--- src/rtl/ttx_pkg.sv ---
package ttx_pkg;
  typedef enum logic {STD_625 = 1'b0, STD_525 = 1'b1} line_std_e;

  localparam int unsigned OFS_W   = 3;
  localparam int unsigned OFS_525 = 4;
  localparam int unsigned OFS_625 = 1;

  function automatic logic [OFS_W-1:0] line_offset(input line_std_e s);
    return (s == STD_525) ? OFS_W'(OFS_525) : OFS_W'(OFS_625);
  endfunction
endpackage

--- src/rtl/ttx_std_track.sv ---
module ttx_std_track
  import ttx_pkg::*;
(
  input  logic             clk,
  input  logic             rst_n,
  input  logic             field_start,
  input  logic             std_525,
  output logic [OFS_W-1:0] ofs
);
  line_std_e std_q;
  line_std_e std_eff;

  // The strobe cycle already uses the newly presented standard
  assign std_eff = field_start ? line_std_e'(std_525) : std_q;
  assign ofs     = line_offset(std_eff);

  always_ff @(posedge clk or negedge rst_n) begin
    if (!rst_n)           std_q <= STD_625;
    else if (field_start) std_q <= line_std_e'(std_525);
  end

  assert_std_held_R8: assert property (@(posedge clk) disable iff (!rst_n)
    !field_start |=> $stable(std_q));
endmodule

--- src/rtl/ttx_line_window.sv ---
module ttx_line_window
  import ttx_pkg::*;
#(
  parameter int unsigned LINE_W = 10
) (
  input  logic [LINE_W-1:0] first,
  input  logic [LINE_W-1:0] last,
  input  logic [LINE_W-1:0] line,
  input  logic [OFS_W-1:0]  ofs,
  output logic              sel
);
  localparam int unsigned EW = LINE_W + 1;

  logic [EW-1:0] first_x, last_x, line_x, ofs_x;

  // One extra bit so that adding the offset cannot wrap
  assign ofs_x   = EW'(ofs);
  assign first_x = {1'b0, first} + ofs_x;
  assign last_x  = {1'b0, last}  + ofs_x;
  assign line_x  = {1'b0, line};

  assign sel = (first <= last) && (line_x >= first_x) && (line_x <= last_x);
endmodule

--- src/rtl/ttx_hgate.sv ---
module ttx_hgate #(
  parameter int unsigned H_W = 11
) (
  input  logic [H_W-1:0] hpos,
  input  logic [H_W-1:0] h_start,
  input  logic [H_W-1:0] h_stop,
  output logic           open_now
);
  // Start is inclusive, stop is exclusive
  assign open_now = (hpos >= h_start) && (hpos < h_stop);
endmodule

--- src/rtl/ttx_req_gen.sv ---
module ttx_req_gen
  import ttx_pkg::*;
#(
  parameter int unsigned LINE_W = 10,
  parameter int unsigned H_W    = 11
) (
  input  logic              clk,
  input  logic              rst_n,
  input  logic              ttx_en,
  input  logic              std_525,
  input  logic              field_start,
  input  logic              field_odd,
  input  logic [LINE_W-1:0] line_num,
  input  logic [H_W-1:0]    hpos,
  input  logic [LINE_W-1:0] odd_first,
  input  logic [LINE_W-1:0] odd_last,
  input  logic [LINE_W-1:0] even_first,
  input  logic [LINE_W-1:0] even_last,
  input  logic [H_W-1:0]    h_start,
  input  logic [H_W-1:0]    h_stop,
  output logic              ttx_req
);
  localparam int unsigned N_FIELDS = 2;

  logic [OFS_W-1:0]  ofs;
  logic [LINE_W-1:0] first_a [N_FIELDS];
  logic [LINE_W-1:0] last_a  [N_FIELDS];
  logic [N_FIELDS-1:0] fsel;
  logic h_open, line_ok, req_d;

  // Index 0 holds the even field, index 1 the odd field
  assign first_a[0] = even_first;
  assign last_a[0]  = even_last;
  assign first_a[1] = odd_first;
  assign last_a[1]  = odd_last;

  ttx_std_track u_std (
    .clk(clk), .rst_n(rst_n), .field_start(field_start),
    .std_525(std_525), .ofs(ofs)
  );

  for (genvar f = 0; f < N_FIELDS; f++) begin : g_field
    ttx_line_window #(.LINE_W(LINE_W)) u_win (
      .first(first_a[f]), .last(last_a[f]), .line(line_num),
      .ofs(ofs), .sel(fsel[f])
    );
  end

  ttx_hgate #(.H_W(H_W)) u_hg (
    .hpos(hpos), .h_start(h_start), .h_stop(h_stop), .open_now(h_open)
  );

  assign line_ok = field_odd ? fsel[1] : fsel[0];
  assign req_d   = ttx_en && line_ok && h_open;

  always_ff @(posedge clk or negedge rst_n) begin
    if (!rst_n) ttx_req <= 1'b0;
    else        ttx_req <= req_d;
  end

  assert_quiet_when_off_R7: assert property (@(posedge clk) disable iff (!rst_n)
    !ttx_en |=> !ttx_req);
  assert_before_start_R2: assert property (@(posedge clk) disable iff (!rst_n)
    (hpos < h_start) |=> !ttx_req);
  assert_empty_hwin_R9: assert property (@(posedge clk) disable iff (!rst_n)
    (h_start >= h_stop) |=> !ttx_req);
  assert_odd_inverted_R6: assert property (@(posedge clk) disable iff (!rst_n)
    (field_odd && odd_first > odd_last) |=> !ttx_req);
  assert_even_inverted_R6: assert property (@(posedge clk) disable iff (!rst_n)
    (!field_odd && even_first > even_last) |=> !ttx_req);
endmodule

--- config.mk ---
export PLATFORM = sky130hd
export DESIGN_NAME = ttx_req_gen
export DESIGN_NICKNAME = d
export VERILOG_FILES = /design/src/rtl/ttx_pkg.sv /design/src/rtl/ttx_std_track.sv /design/src/rtl/ttx_line_window.sv /design/src/rtl/ttx_hgate.sv /design/src/rtl/ttx_req_gen.sv
export SDC_FILE = /design/constraint.sdc
export NUM_CORES = 1
export LEC_CHECK = 0
export ABC_CLOCK_PERIOD_IN_PS = 3880
export BUFFER_PORTS_ARGS = -buffer_cell sky130_fd_sc_hd__buf_2
export CAP_MARGIN = 20
export CORE_MARGIN = 4
export CORE_UTILIZATION = 25
export CTS_CLUSTER_DIAMETER = 30
export DETAILED_ROUTE_END_ITERATION = 8
export PLACE_DENSITY = 0.44
export REMOVE_ABC_BUFFERS = 1
export SETUP_SLACK_MARGIN = 0.05
export SYNTH_ARGS = -nofsm -noshare
export SYNTH_HDL_FRONTEND = slang
export SYNTH_SLANG_ARGS = --single-unit
--- constraint.sdc ---
create_clock -name clk -period 3.88 [get_ports clk]
set_input_delay 0.194 -clock clk [delete_from_list [all_inputs] [get_ports clk]]
set_output_delay 0.194 -clock clk [all_outputs]
set_load 0.02 [all_outputs]
* After elaboration in Yosys (flattened, before gate mapping)
Index checks and enable logic that the tools add are counted.
** Word-level totals
- Output and inout bits :: 1
- Register bits :: 2
- Logic and storage cells :: 24
- Bits of input ports :: 89
** Operators by class
- Magnitude comparators :: 8
- Reduce and logical (&&, ||, !) cells :: 7
- Muxes and demuxes :: 3
- Add/subtract/negate cells :: 4
** Operators with widths (count)
- $add 10x3->11 :: 4
- $ge 10x11->1 :: 2
- $le 10x11->1 :: 2
- $le 10x10->1 :: 2
- $ge 11x11->1 :: 1
- $lt 11x11->1 :: 1
- $logic_and 1x1->1 :: 7
- $mux 3 :: 1
- $mux 1 :: 2

* Longest topological paths before layout
Gate-level depths: netlist of the first run.
- Depth after elaboration :: 9
- Mapped depth :: 14
- Gate-level depth less buffers :: 14

* Modules after synthesis
Synthesis of the first run repeated with hierarchy kept, for this count alone.
** Unflattened totals
- Cells, all modules :: 373
- Area total of the unflattened synthesis :: 2959.1 um2
** Modules (own cells, without submodules)
- ttx_line_window (g_field[0].u_win) :: times used 1, seq. area each 0.0 um2, cells an instance 147, area each 1161.1 um2
- ttx_line_window (g_field[1].u_win) :: times used 1, seq. area each 0.0 um2, cells an instance 142, area each 1149.9 um2
- ttx_hgate :: times used 1, seq. area each 0.0 um2, cells an instance 74, area each 536.8 um2
- ttx_std_track :: times used 1, seq. area each 25.0 um2, cells an instance 6, area each 68.8 um2
- ttx_req_gen :: times used 1, seq. area each 25.0 um2, cells an instance 4, area each 42.5 um2

* Worst setup path before layout of the first run
No wires, ideal clock.
- Kind :: register to register
- Start :: register u_std.std_q
- End :: register ttx_req
- Path slack :: 0.833 ns
- Buffers on the path :: 0
- Library setup time :: 0.122 ns
- Clock period less this slack :: 3.047 ns
- Data required time :: 3.758 ns
- Cell stages (with the launch flop) :: 15
- Arrival time :: 2.926 ns
- Path through :: dfrtp_1 -> mux2i_1 -> inv_1 -> ha_1 -> a31oi_1 -> nor2b_1 -> nand2_1 -> xor2_1 -> ha_1 -> a21oi_1 -> nor2b_1 -> a2111oi_2 -> a21oi_1 -> o2111a_1 -> o2111a_1
** Between the ends
- Cells in the longest elaborated chain, start to end :: 9
- Elaborated cells on any way between the ends :: 17
- Classes of those cells :: add/sub (4); order compare (4); mux (3); reduce/logical (6)
** Ends and longest elaborated chain
- start, declared :: line ttx_std_track.sv:10 : line_std_e std_q;
- start signal, assigned :: line ttx_std_track.sv:19 : else if (field_start) std_q <= line_std_e'(std_525);
- $mux 1 *
- via u_std.std_eff :: line ttx_std_track.sv:11 : line_std_e std_eff;
- $mux 3 * :: line ttx_pkg.sv:9 : return (s == STD_525) ? OFS_W'(OFS_525) : OFS_W'(OFS_625);
- $add 10x3->11 :: line ttx_line_window.sv:18 : assign first_x = {1'b0, first} + ofs_x;
- $ge 10x11->1 :: line ttx_line_window.sv:22 : assign sel = (first <= last) && (line_x >= first_x) && (line_x <= last_x);
- $logic_and 1x1->1 (2 in a row) :: line ttx_line_window.sv:22
- $mux 1 * :: line ttx_req_gen.sv:53 : assign line_ok = field_odd ? fsel[1] : fsel[0];
- $logic_and 1x1->1 * (2 in a row) :: line ttx_req_gen.sv:54 : assign req_d = ttx_en && line_ok && h_open;
- via req_d :: line ttx_req_gen.sv:29 : logic h_open, line_ok, req_d;
- end signal, assigned :: line ttx_req_gen.sv:58 : else ttx_req <= req_d;
- end, declared :: line ttx_req_gen.sv:21 : output logic ttx_req
The timed path passes the listed nets; every way through them passes the cells marked *.

* Worst setup path after layout of the first run
Ends and elaborated chain as after synthesis.

==> results of run 1 <==
## worst max path at each step
| stage | to | slack (ps) | depth (start not counted) |
|---|---|---|---|
| after floorplan | ttx_req | 830 | 14 |
| after global placement | ttx_req | 660 | 13 |
| after detailed placement | ttx_req | 620 | 14 |
| after CTS | ttx_req | 600 | 14 |
| after global routing | ttx_req | 340 | 13 |
| final | ttx_req | 610 | 14 |
## cells in the final DEF (no fill, tap or decap), types with 4 or more instances in the layout
cell type  Yosys  final
nand2_1       17     17
ha_1          93     93
nand3_1        7      7
o21a_1         6      6
a21oi_1       21     21
nand4_1       11     11
xnor2_1       21     21
a21o_1         9      9
nor2_1        12     12
nor3_1         7      7
inv_1         48     48
xor2_1        11     11
nor2b_1        5      5
a31oi_1        6      6
o21ai_0       11     11
buf_2          0     89
o21ai_1        4      4
## repair_timing
item / in CTS / in global routing
resized for setup: 0 / 0
hold endpoints to repair: 2 / 0
setup endpoints to repair: 0 / 0
hold buffers: 1 / 0
## Yosys cell counts, types with 2 or more instances
master / number / area (µm²)
ha_1: 93 / 1160
inv_1: 48 / 180
a21oi_1: 21 / 105
xnor2_1: 21 / 184
nand2_1: 17 / 63.8
nor2_1: 12 / 45.0
nand4_1: 11 / 68.8
o21ai_0: 11 / 55.1
xor2_1: 11 / 96.3
a21o_1: 9 / 67.6
nand3_1: 7 / 35.0
nor3_1: 7 / 35.0
a31oi_1: 6 / 37.5
o21a_1: 6 / 45.0
nor2b_1: 5 / 31.3
o21ai_1: 4 / 20.0
a211oi_1: 3 / 22.5
inv_2: 3 / 11.3
nand2b_1: 3 / 18.8
o2111a_1: 3 / 33.8
a2111oi_0: 2 / 17.5
a211o_1: 2 / 17.5
a221oi_1: 2 / 17.5
and3_1: 2 / 12.5
and4_1: 2 / 17.5
dfrtp_1: 2 / 50.1
nand3b_1: 2 / 15.0
o2111ai_1: 2 / 17.5
## power by group through the flow
stage | Sequential [W] | Clock [W] | Combinational, W
floorplan | 0.0000230 | 0 | 0.000250
global placement | 0.0000228 | 0 | 0.000392
detailed placement | 0.0000229 | 0 | 0.000396
CTS | 0.0000228 | 0.0000846 | 0.000400
global route | 0.0000228 | 0.0000865 | 0.000459
finish | 0.0000227 | 0.0000814 | 0.000395
## metal layers
metal	vias to the layer above	wire, µm	global-route usage
li1	1439	-	-
met1	1190	3690	0.165
met2	66	3740	0.227
met3	6	454	0.0251
met4	0	85	0.0138
met5	-	0	0
## worst max-delay path, stage by stage (launching register included)
cell	delay, ps
dfrtp_1	360
mux2i_1	160
inv_1	150
ha_1	350
a31oi_1	140
nor2b_1	300
nand4_1	160
xor2_1	170
ha_1	270
o21a_1	180
o21a_1	150
o21ai_0	210
a41oi_1	80
and4b_1	210
o2111a_1	250
## layout make-up
| cell class | count | area [µm²] | area share |
|---|---|---|---|
| Inverter | 51 | 191 | 0.0573 |
| Clock buffer | 3 | 41.3 | 0.0124 |
| Sequential cell | 2 | 50.0 | 0.0150 |
| Timing Repair Buffer | 91 | 463 | 0.139 |
| Multi-Input combinational cell | 283 | 2420 | 0.726 |
| Tap cell | 136 | 170 | 0.0510 |
## cell families after synthesis
kind of cell	count (synthesis)	synth area share
AO/OA/AOI/OAI	83	0.215
XOR/XNOR	32	0.105
adder cells (fa/ha/maj)	93	0.437
buffers and inverters	51	0.0719
flip-flops	2	0.0188
multiplexers	1	0.00376
AND/OR/NAND/NOR	74	0.148
## metrics by stage
stage          cells  worst slack (ps)  utilization  total power (W)
2_1_floorplan    336               833            -         0.000273
3_3_place_gp     562               664        0.317         0.000415
4_1_cts          566               600        0.322         0.000508
3_5_place_dp     562               621        0.317         0.000418
6_report         566               613        0.322         0.000499
5_1_grt          566               344        0.322         0.000568
## state kept, by name, indices dropped and copies added (netlist names)
| signal | flops |
|---|---|
| ttx_req | 1 |
| u_std.std_q | 1 |
==> impl_metrics.env, run 1 <==
export IMPL_diodes=0
export IMPL_async_flop_share=1.00
export IMPL_placed_area_um2=3290
export IMPL_path_max_fanout=5
export IMPL_p_sw_w=0.000228
export IMPL_setup_violations=0
export IMPL_die_y_um=111
export IMPL_nets=614
export IMPL_hold_class="in2async"
export IMPL_clk_latency_ps=210
export IMPL_gp_congestion=0.805
export IMPL_ant_nets=0
export IMPL_drtIter0Drc=105
export IMPL_fin_worst_skew_ps=3.38
export IMPL_die_w_um=111
export IMPL_fin_area_um2=3340
export IMPL_die_area_um2=12400
export IMPL_p_int_w=0.000272
export IMPL_cts_buffers=3
export IMPL_fmax_ghz=0.306
export IMPL_wirelength_mm=7.98
export IMPL_cts_sinks=2
export IMPL_worstMarginPinSlew_ps=532
export IMPL_synth_seq_area_share=0.0188
export IMPL_start_kind="flop"
export IMPL_avgRoutedWirePerCell_um=14.1
export IMPL_syn_to_final_growth_pct=25.3
export IMPL_fin_crit_ps=3270
export IMPL_cap_violations=0
export IMPL_irDropWorstVdd_mv=0.0587
export IMPL_avgSynthCellArea_um2=7.93
export IMPL_antenna_found_initial=0
export IMPL_r2r_start="u_std.std_q"
export IMPL_clk_pin_slew_ps=30
export IMPL_cts_tree="done"
export IMPL_grt_max_degree=7
export IMPL_timing_rr_end="ttx_req"
export IMPL_vias=2701
export IMPL_r2r_setup_slack_ps=610
export IMPL_worst_hold_slack_ps=312
export IMPL_cts_root_buf="clkbuf_8"
export IMPL_rsz0062_at_grt="no"
export IMPL_cp_arrival_ps=3350
export IMPL_synthCells=336
export IMPL_num_fill_cells=1167
export IMPL_ys_ff_latch=2
export IMPL_clk_path_buf_depth=2
export IMPL_core_rowCount=37
export IMPL_final_period_utilization=0.842
export IMPL_drc=0
export IMPL_grt_usage=0.128
export IMPL_tns_ps=0
export IMPL_place_detailed_hpwl_mm=7.46
export IMPL_drv_slew=0
export IMPL_post_cts_setup_buffers=0
export IMPL_layout_drive_gt1_share=0.237
export IMPL_r2r_cells=14
export IMPL_ys_flop_type="dfrtp_1"
export IMPL_required_ps=3970
export IMPL_crit_start="u_std.std_q"
export IMPL_powerDensity_nw_per_um2=150
export IMPL_core_um2=10400
export IMPL_slew_headroom=0.636
export IMPL_htree_num_levels=1
export IMPL_port_buffers=89
export IMPL_netlist_area_um2=2660
export IMPL_grt_overflow_total=0
export IMPL_seqPwrFrac=0.046
export IMPL_grt_pass1_wl_mm=13.3
export IMPL_outcome="finished clean"
export IMPL_p_leak_nw=1.79
export IMPL_num_io_pins=90
export IMPL_routed_via_density=4.77
export IMPL_combPwrFrac=0.791
export IMPL_synth_edff_count=0
export IMPL_ys_types=47
export IMPL_crit_type="reg2reg"
export IMPL_ys_warn_count=0
export IMPL_hold_viol=0
export IMPL_start_util=0.257
export IMPL_swShare=0.456
export IMPL_dr_pass1_iters=6
export IMPL_worst_setup_path_end_kind="flop"
export IMPL_pwr_share_clk=0.163
export IMPL_grt_pass1_vias=2796
(Power assumes the default switching activity.)
==> run 2: changes to the inputs <==
--- a/config.mk
+++ b/config.mk
@@ -5,14 +5,14 @@
 export SDC_FILE = /design/constraint.sdc
 export NUM_CORES = 1
 export LEC_CHECK = 0
-export ABC_CLOCK_PERIOD_IN_PS = 3880
+export ABC_CLOCK_PERIOD_IN_PS = 2700
 export BUFFER_PORTS_ARGS = -buffer_cell sky130_fd_sc_hd__buf_2
 export CAP_MARGIN = 20
 export CORE_MARGIN = 4
 export CORE_UTILIZATION = 25
 export CTS_CLUSTER_DIAMETER = 30
 export DETAILED_ROUTE_END_ITERATION = 8
-export PLACE_DENSITY = 0.44
+export PLACE_DENSITY = 0.46
 export REMOVE_ABC_BUFFERS = 1
 export SETUP_SLACK_MARGIN = 0.05
 export SYNTH_ARGS = -nofsm -noshare
==> constraint.sdc (replaced) <==
create_clock -name clk -period 2.7 [get_ports clk]
set_input_delay 0.135 -clock clk [delete_from_list [all_inputs] [get_ports clk]]
set_output_delay 0.135 -clock clk [all_outputs]
set_load 0.02 [all_outputs]
==> impl_metrics.env, run 2 (synthesis results as in run 1) <==
export IMPL_clk_latency_ps=210
export IMPL_final_period_utilization=1.13
export IMPL_grt_max_degree=7
export IMPL_grt_pass1_wl_mm=13.7
export IMPL_wirelength_mm=8.26
export IMPL_setup_violations=1
export IMPL_cap_violations=0
export IMPL_start_util=0.257
export IMPL_hold_class="in2async"
export IMPL_mostFrequentLayoutCells="buf_2 (89), ha_1 (79), inv_1 (47), buf_4 (30), xnor2_1 (20)"
export IMPL_multiInputGateArea_um2=2710
export IMPL_fin_worst_skew_ps=0.230
export IMPL_final_setup_worst_slack_ps=-351
export IMPL_outcome="finished with violations"
export IMPL_start_kind="flop"
export IMPL_routed_via_density=4.68
export IMPL_fin_area_um2=3890
export IMPL_core_um2=10400
export IMPL_seqPwrFrac=0.038
export IMPL_cts_tree="done"
export IMPL_largestRegisters="ttx_req: 1 flops, u_std.std_q: 1 flops"
export IMPL_layout_drive_gt1_share=0.382
export IMPL_grt_overflow_total=0
export IMPL_dr_pass1_iters=4
export IMPL_hold_viol=0
export IMPL_avgRoutedWirePerCell_um=13.8
export IMPL_timing_rr_end="ttx_req"
export IMPL_core_rowCount=37
export IMPL_fin_crit_ps=3050
export IMPL_stdcell_count=599
export IMPL_mostFrequentLayoutCell="buf_2"
export IMPL_cts_buffers=3
export IMPL_cp_arrival_ps=3150
export IMPL_num_fill_cells=1113
export IMPL_regArea_um2=50.0
export IMPL_grt_usage=0.132
export IMPL_worst_setup_path_end_kind="flop"
export IMPL_syn_to_final_growth_pct=46.1
export IMPL_powerDensity_nw_per_um2=221
export IMPL_place_detailed_hpwl_mm=7.44
export IMPL_crit_type="reg2reg"
export IMPL_clk_pin_slew_ps=30
export IMPL_fin_util=0.375
export IMPL_dp_cells=591
export IMPL_irDropWorstVdd_mv=0.129
export IMPL_fmax_ghz=0.328
export IMPL_r2r_start="u_std.std_q"
export IMPL_cts_root_buf="clkbuf_8"
export IMPL_slew_headroom=0.551
export IMPL_r2r_cells=14
export IMPL_clk_path_buf_depth=2
export IMPL_swShare=0.435
export IMPL_cts_sinks=2
export IMPL_antenna_found_initial=0
export IMPL_violations="negative setup slack"
export IMPL_required_ps=2790
export IMPL_grt_pass1_vias=2951
export IMPL_die_y_um=111
export IMPL_diodes=0
export IMPL_port_buffers=89
export IMPL_combPwrFrac=0.824
export IMPL_htree_num_levels=1
export IMPL_drv_slew=0
export IMPL_pwr_share_clk=0.138
export IMPL_drc=0
export IMPL_worstMarginPinSlew_ps=657
export IMPL_placed_area_um2=3500
export IMPL_p_int_w=0.000486
export IMPL_p_leak_nw=2.00
export IMPL_p_total_w=0.000859
export IMPL_rsz0062_at_grt="yes"
export IMPL_vias=2806
export IMPL_gp_congestion=0.791
export IMPL_nets=647
export IMPL_die_w_um=111
export IMPL_ant_nets=0
export IMPL_num_io_pins=90
export IMPL_die_area_um2=12400
export IMPL_p_sw_w=0.000373
export IMPL_path_max_fanout=5
export IMPL_r2r_setup_slack_ps=-350
export IMPL_drtIter0Drc=81
-- run 2: cell count changes in the layout (fill, tap and decap cells not counted), moves of 3 or more --
cell     change
a31oi_4      +3
ha_2         +5
ha_1        -14
buf_6        +4
ha_4         +9
a21oi_2      +5
o21ai_0      -3
a21oi_1      -5
a31oi_1      -3
nor2b_1      -3
buf_4       +29
-- run 2: final cells by class --
class,count,area share
timing repair buffer,124,0.186
clock buffer,3,0.0106
inverter,51,0.0492
sequential,2,0.0129
tap,136,0.0437
multi-input combinational,283,0.697
-- run 2: how the worst max path moves through the flow --
stage	start	endpoint	slack (ps)	cells past startpoint
floorplan	u_std.std_q	ttx_req	-350	14
global placement	u_std.std_q	ttx_req	-510	14
detailed placement	u_std.std_q	ttx_req	-580	14
CTS	u_std.std_q	ttx_req	-330	16
global route	u_std.std_q	ttx_req	-450	15
finish	u_std.std_q	ttx_req	-350	14
-- run 2: routing by layer --
layer  routed length, µm  part of all wire  GRT usage
met1                3860              0.47      0.173
met4                  52            0.0063    0.00892
met3                 455             0.055     0.0333
met5                   0                 0          0
met2                3890              0.47      0.229
-- run 2: repair_timing --
action,CTS,global route
buffers inserted,5,0
pin swaps,31,15
hold buffers,1,0
endpoints found under the hold margin,2,0
resized for setup,46,14
endpoints found under the setup margin,1,1
-- run 2: metrics by stage --
stage	TNS, ps	hold slack, ps	setup WS, ps
global placement	-506	-69.3	-506
global route	-446	266	-446
CTS	-332	258	-332
detailed placement	-582	-68.0	-582
finish	-351	253	-351
floorplan	-347	-161	-347
-- run 2: power groups by stage --
| stage | Clock [W] | Combinational, W | Sequential, W |
|---|---|---|---|
| 2_1_floorplan | 0 | 0.000360 | 0.0000330 |
| 3_3_place_gp | 0 | 0.000610 | 0.0000327 |
| 3_5_place_dp | 0 | 0.000617 | 0.0000329 |
| 4_1_cts | 0.000122 | 0.000696 | 0.0000326 |
| 5_1_grt | 0.000127 | 0.000806 | 0.0000330 |
| 6_report | 0.000119 | 0.000708 | 0.0000328 |
-- run 2: critical path, cell delays in order (launching register included) --
cell and delay (ps):
dfrtp_1 360, mux2i_2 200, inv_2 130, buf_6 140
ha_4 280, a31oi_4 110, nor2b_4 170, nand3_2 80
xor2_1 150, ha_2 180, or4_4 510, a21oi_2 110
o21ai_1 70, and4b_1 200, o2111a_1 230
==> run 3: changes to the inputs <==
--- a/config.mk
+++ b/config.mk
@@ -5,14 +5,14 @@
 export SDC_FILE = /design/constraint.sdc
 export NUM_CORES = 1
 export LEC_CHECK = 0
-export ABC_CLOCK_PERIOD_IN_PS = 2700
+export ABC_CLOCK_PERIOD_IN_PS = 3900
 export BUFFER_PORTS_ARGS = -buffer_cell sky130_fd_sc_hd__buf_2
 export CAP_MARGIN = 20
 export CORE_MARGIN = 4
 export CORE_UTILIZATION = 25
 export CTS_CLUSTER_DIAMETER = 30
 export DETAILED_ROUTE_END_ITERATION = 8
-export PLACE_DENSITY = 0.46
+export PLACE_DENSITY = 0.44
 export REMOVE_ABC_BUFFERS = 1
 export SETUP_SLACK_MARGIN = 0.05
 export SYNTH_ARGS = -nofsm -noshare
==> constraint.sdc (replaced) <==
create_clock -name clk -period 3.9 [get_ports clk]
set_input_delay 0.195 -clock clk [delete_from_list [all_inputs] [get_ports clk]]
set_output_delay 0.195 -clock clk [all_outputs]
set_load 0.02 [all_outputs]
==> impl_metrics.env, run 3 (synthesis results as in run 1) <==
export IMPL_start_util=0.257
export IMPL_r2r_setup_slack_ps=650
export IMPL_stdcell_count=566
export IMPL_worstMarginPinSlew_ps=518
export IMPL_crit_slowest_cell="dfrtp_1"
export IMPL_cts_sinks=2
export IMPL_clk_path_buf_depth=2
export IMPL_dr_pass1_iters=4
export IMPL_nets=614
export IMPL_grt_overflow_total=0
export IMPL_cts_hold_buf=1
export IMPL_cts_tree="done"
export IMPL_routed_via_density=4.80
export IMPL_gp_congestion=0.804
export IMPL_worst_hold_slack_ps=315
export IMPL_fmax_ghz=0.307
export IMPL_num_fill_cells=1157
export IMPL_critPathMaxStageDelay_ps=360
export IMPL_layout_drive_gt1_share=0.237
export IMPL_powerDensity_nw_per_um2=150
export IMPL_syn_to_final_growth_pct=25.3
export IMPL_clk_pin_slew_ps=30
export IMPL_port_buffers=89
export IMPL_required_ps=3990
export IMPL_vias=2717
export IMPL_drtIter0Drc=73
export IMPL_fin_area_um2=3340
export IMPL_crit_path_cell_trace="mux2i_1, inv_1, ha_1, a31oi_1, nor2b_1, nand2_1, xor2_1, ha_1, a21oi_1, nor2b_1, a2111oi_2, a21oi_1, o2111a_1, o2111a_1"
export IMPL_cap_violations=0
export IMPL_drv_slew=0
export IMPL_crit_type="reg2reg"
export IMPL_cts_root_buf="clkbuf_8"
export IMPL_slew_headroom=0.646
export IMPL_outcome="finished clean"
export IMPL_grt_pass1_wl_mm=13.4
export IMPL_fin_crit_ps=3250
export IMPL_diodes=0
export IMPL_fin_worst_skew_ps=2.12
export IMPL_start_kind="flop"
export IMPL_mostFrequentLayoutCell="ha_1"
export IMPL_final_period_utilization=0.835
export IMPL_num_io_pins=90
export IMPL_hold_class="in2async"
export IMPL_core_rowCount=37
export IMPL_drc=0
export IMPL_r2r_cells=14
export IMPL_place_detailed_hpwl_mm=7.49
export IMPL_dp_cells=562
export IMPL_grt_pass1_vias=2882
export IMPL_path_delay_family="compound AO/OA/AOI/OAI gates"
export IMPL_hold_viol=0
export IMPL_irDropWorstVdd_mv=0.0581
export IMPL_worst_setup_path_end_kind="flop"
export IMPL_tns_ps=0
export IMPL_timing_rr_end="ttx_req"
export IMPL_cts_buffers=3
export IMPL_worst_path_buf_inv=1
export IMPL_htree_num_levels=1
export IMPL_largestRegisters="ttx_req: 1 flops, u_std.std_q: 1 flops"
export IMPL_die_area_um2=12400
export IMPL_antenna_found_initial=0
export IMPL_rsz0062_at_grt="no"
export IMPL_core_um2=10400
export IMPL_fin_util=0.322
export IMPL_r2r_start="u_std.std_q"
export IMPL_avgRoutedWirePerCell_um=14.2
export IMPL_wirelength_mm=8.01
export IMPL_clk_latency_ps=210
export IMPL_placed_area_um2=3290
export IMPL_p_leak_nw=1.79
export IMPL_grt_max_degree=7
export IMPL_ant_nets=0
export IMPL_post_cts_setup_buffers=0
export IMPL_mostFrequentLayoutCells="ha_1 (93), buf_2 (89), inv_1 (48), xnor2_1 (21), a21oi_1 (21)"
export IMPL_die_w_um=111
export IMPL_path_max_fanout=5
export IMPL_cts_resized=0
export IMPL_grt_usage=0.129
export IMPL_cp_arrival_ps=3350
export IMPL_setup_violations=0
export IMPL_die_y_um=111
-- run 3: cell count changes in the layout (fill, tap and decap cells not counted), moves of 3 or more --
cell,before,now
buf_4,30,1
ha_1,79,93
ha_4,9,0
a21oi_1,16,21
a21oi_2,5,0
ha_2,5,0
buf_6,4,0
a31oi_1,3,6
a31oi_4,3,0
nor2b_1,2,5
o21ai_0,8,11
-- run 3: power breakdown --
group | internal [W] | total (W) | leakage (nW) | switching [W]
sequential | 0.0000222 | 0.0000226 | 0.0256 | 0.000000438
clock | 0.0000655 | 0.0000836 | 0.0216 | 0.0000181
combinational | 0.000183 | 0.000393 | 1.75 | 0.000210
-- run 3: worst register-to-register path: stages (launching register included) --
cell	delay, ps
dfrtp_1	360
mux2i_1	180
inv_1	160
ha_1	360
a31oi_1	130
nor2b_1	230
nand2_1	100
xor2_1	160
ha_1	290
a21oi_1	150
nor2b_1	70
a2111oi_2	320
a21oi_1	110
o2111a_1	270
o2111a_1	230
-- run 3: worst max path at each step --
| stage | endpoint | slack (ps) | cells past startpoint | from |
|---|---|---|---|---|
| floorplan | ttx_req | 850 | 14 | u_std.std_q |
| CTS | ttx_req | 610 | 14 | u_std.std_q |
| finish | ttx_req | 650 | 14 | u_std.std_q |
| detailed placement | ttx_req | 640 | 14 | u_std.std_q |
| global route | ttx_req | 340 | 14 | u_std.std_q |
| global placement | ttx_req | 680 | 13 | u_std.std_q |
-- run 3: stage by stage --
stage	setup WS (ps)	power, W
2_1_floorplan	853	0.000272
3_5_place_dp	641	0.000417
4_1_cts	613	0.000507
3_3_place_gp	681	0.000413
6_report	645	0.000499
5_1_grt	345	0.000568
-- run 3: layout make-up --
cell class | count | area [µm²] | share of cell area
inverters | 51 | 191 | 0.0573
multi-input cells | 283 | 2420 | 0.726
well taps | 136 | 170 | 0.0510
clock buffers | 3 | 41.3 | 0.0124
repair buffers | 91 | 463 | 0.139
flip-flops and latches | 2 | 50.0 | 0.0150
-- run 3: layer usage --
metal	vias to the layer above	global-route usage	routed length (µm)
met4	0	0.0154	63
met1	1207	0.167	3660
met2	73	0.226	3810
met3	8	0.0295	482
met5	-	0	0
li1	1429	-	-
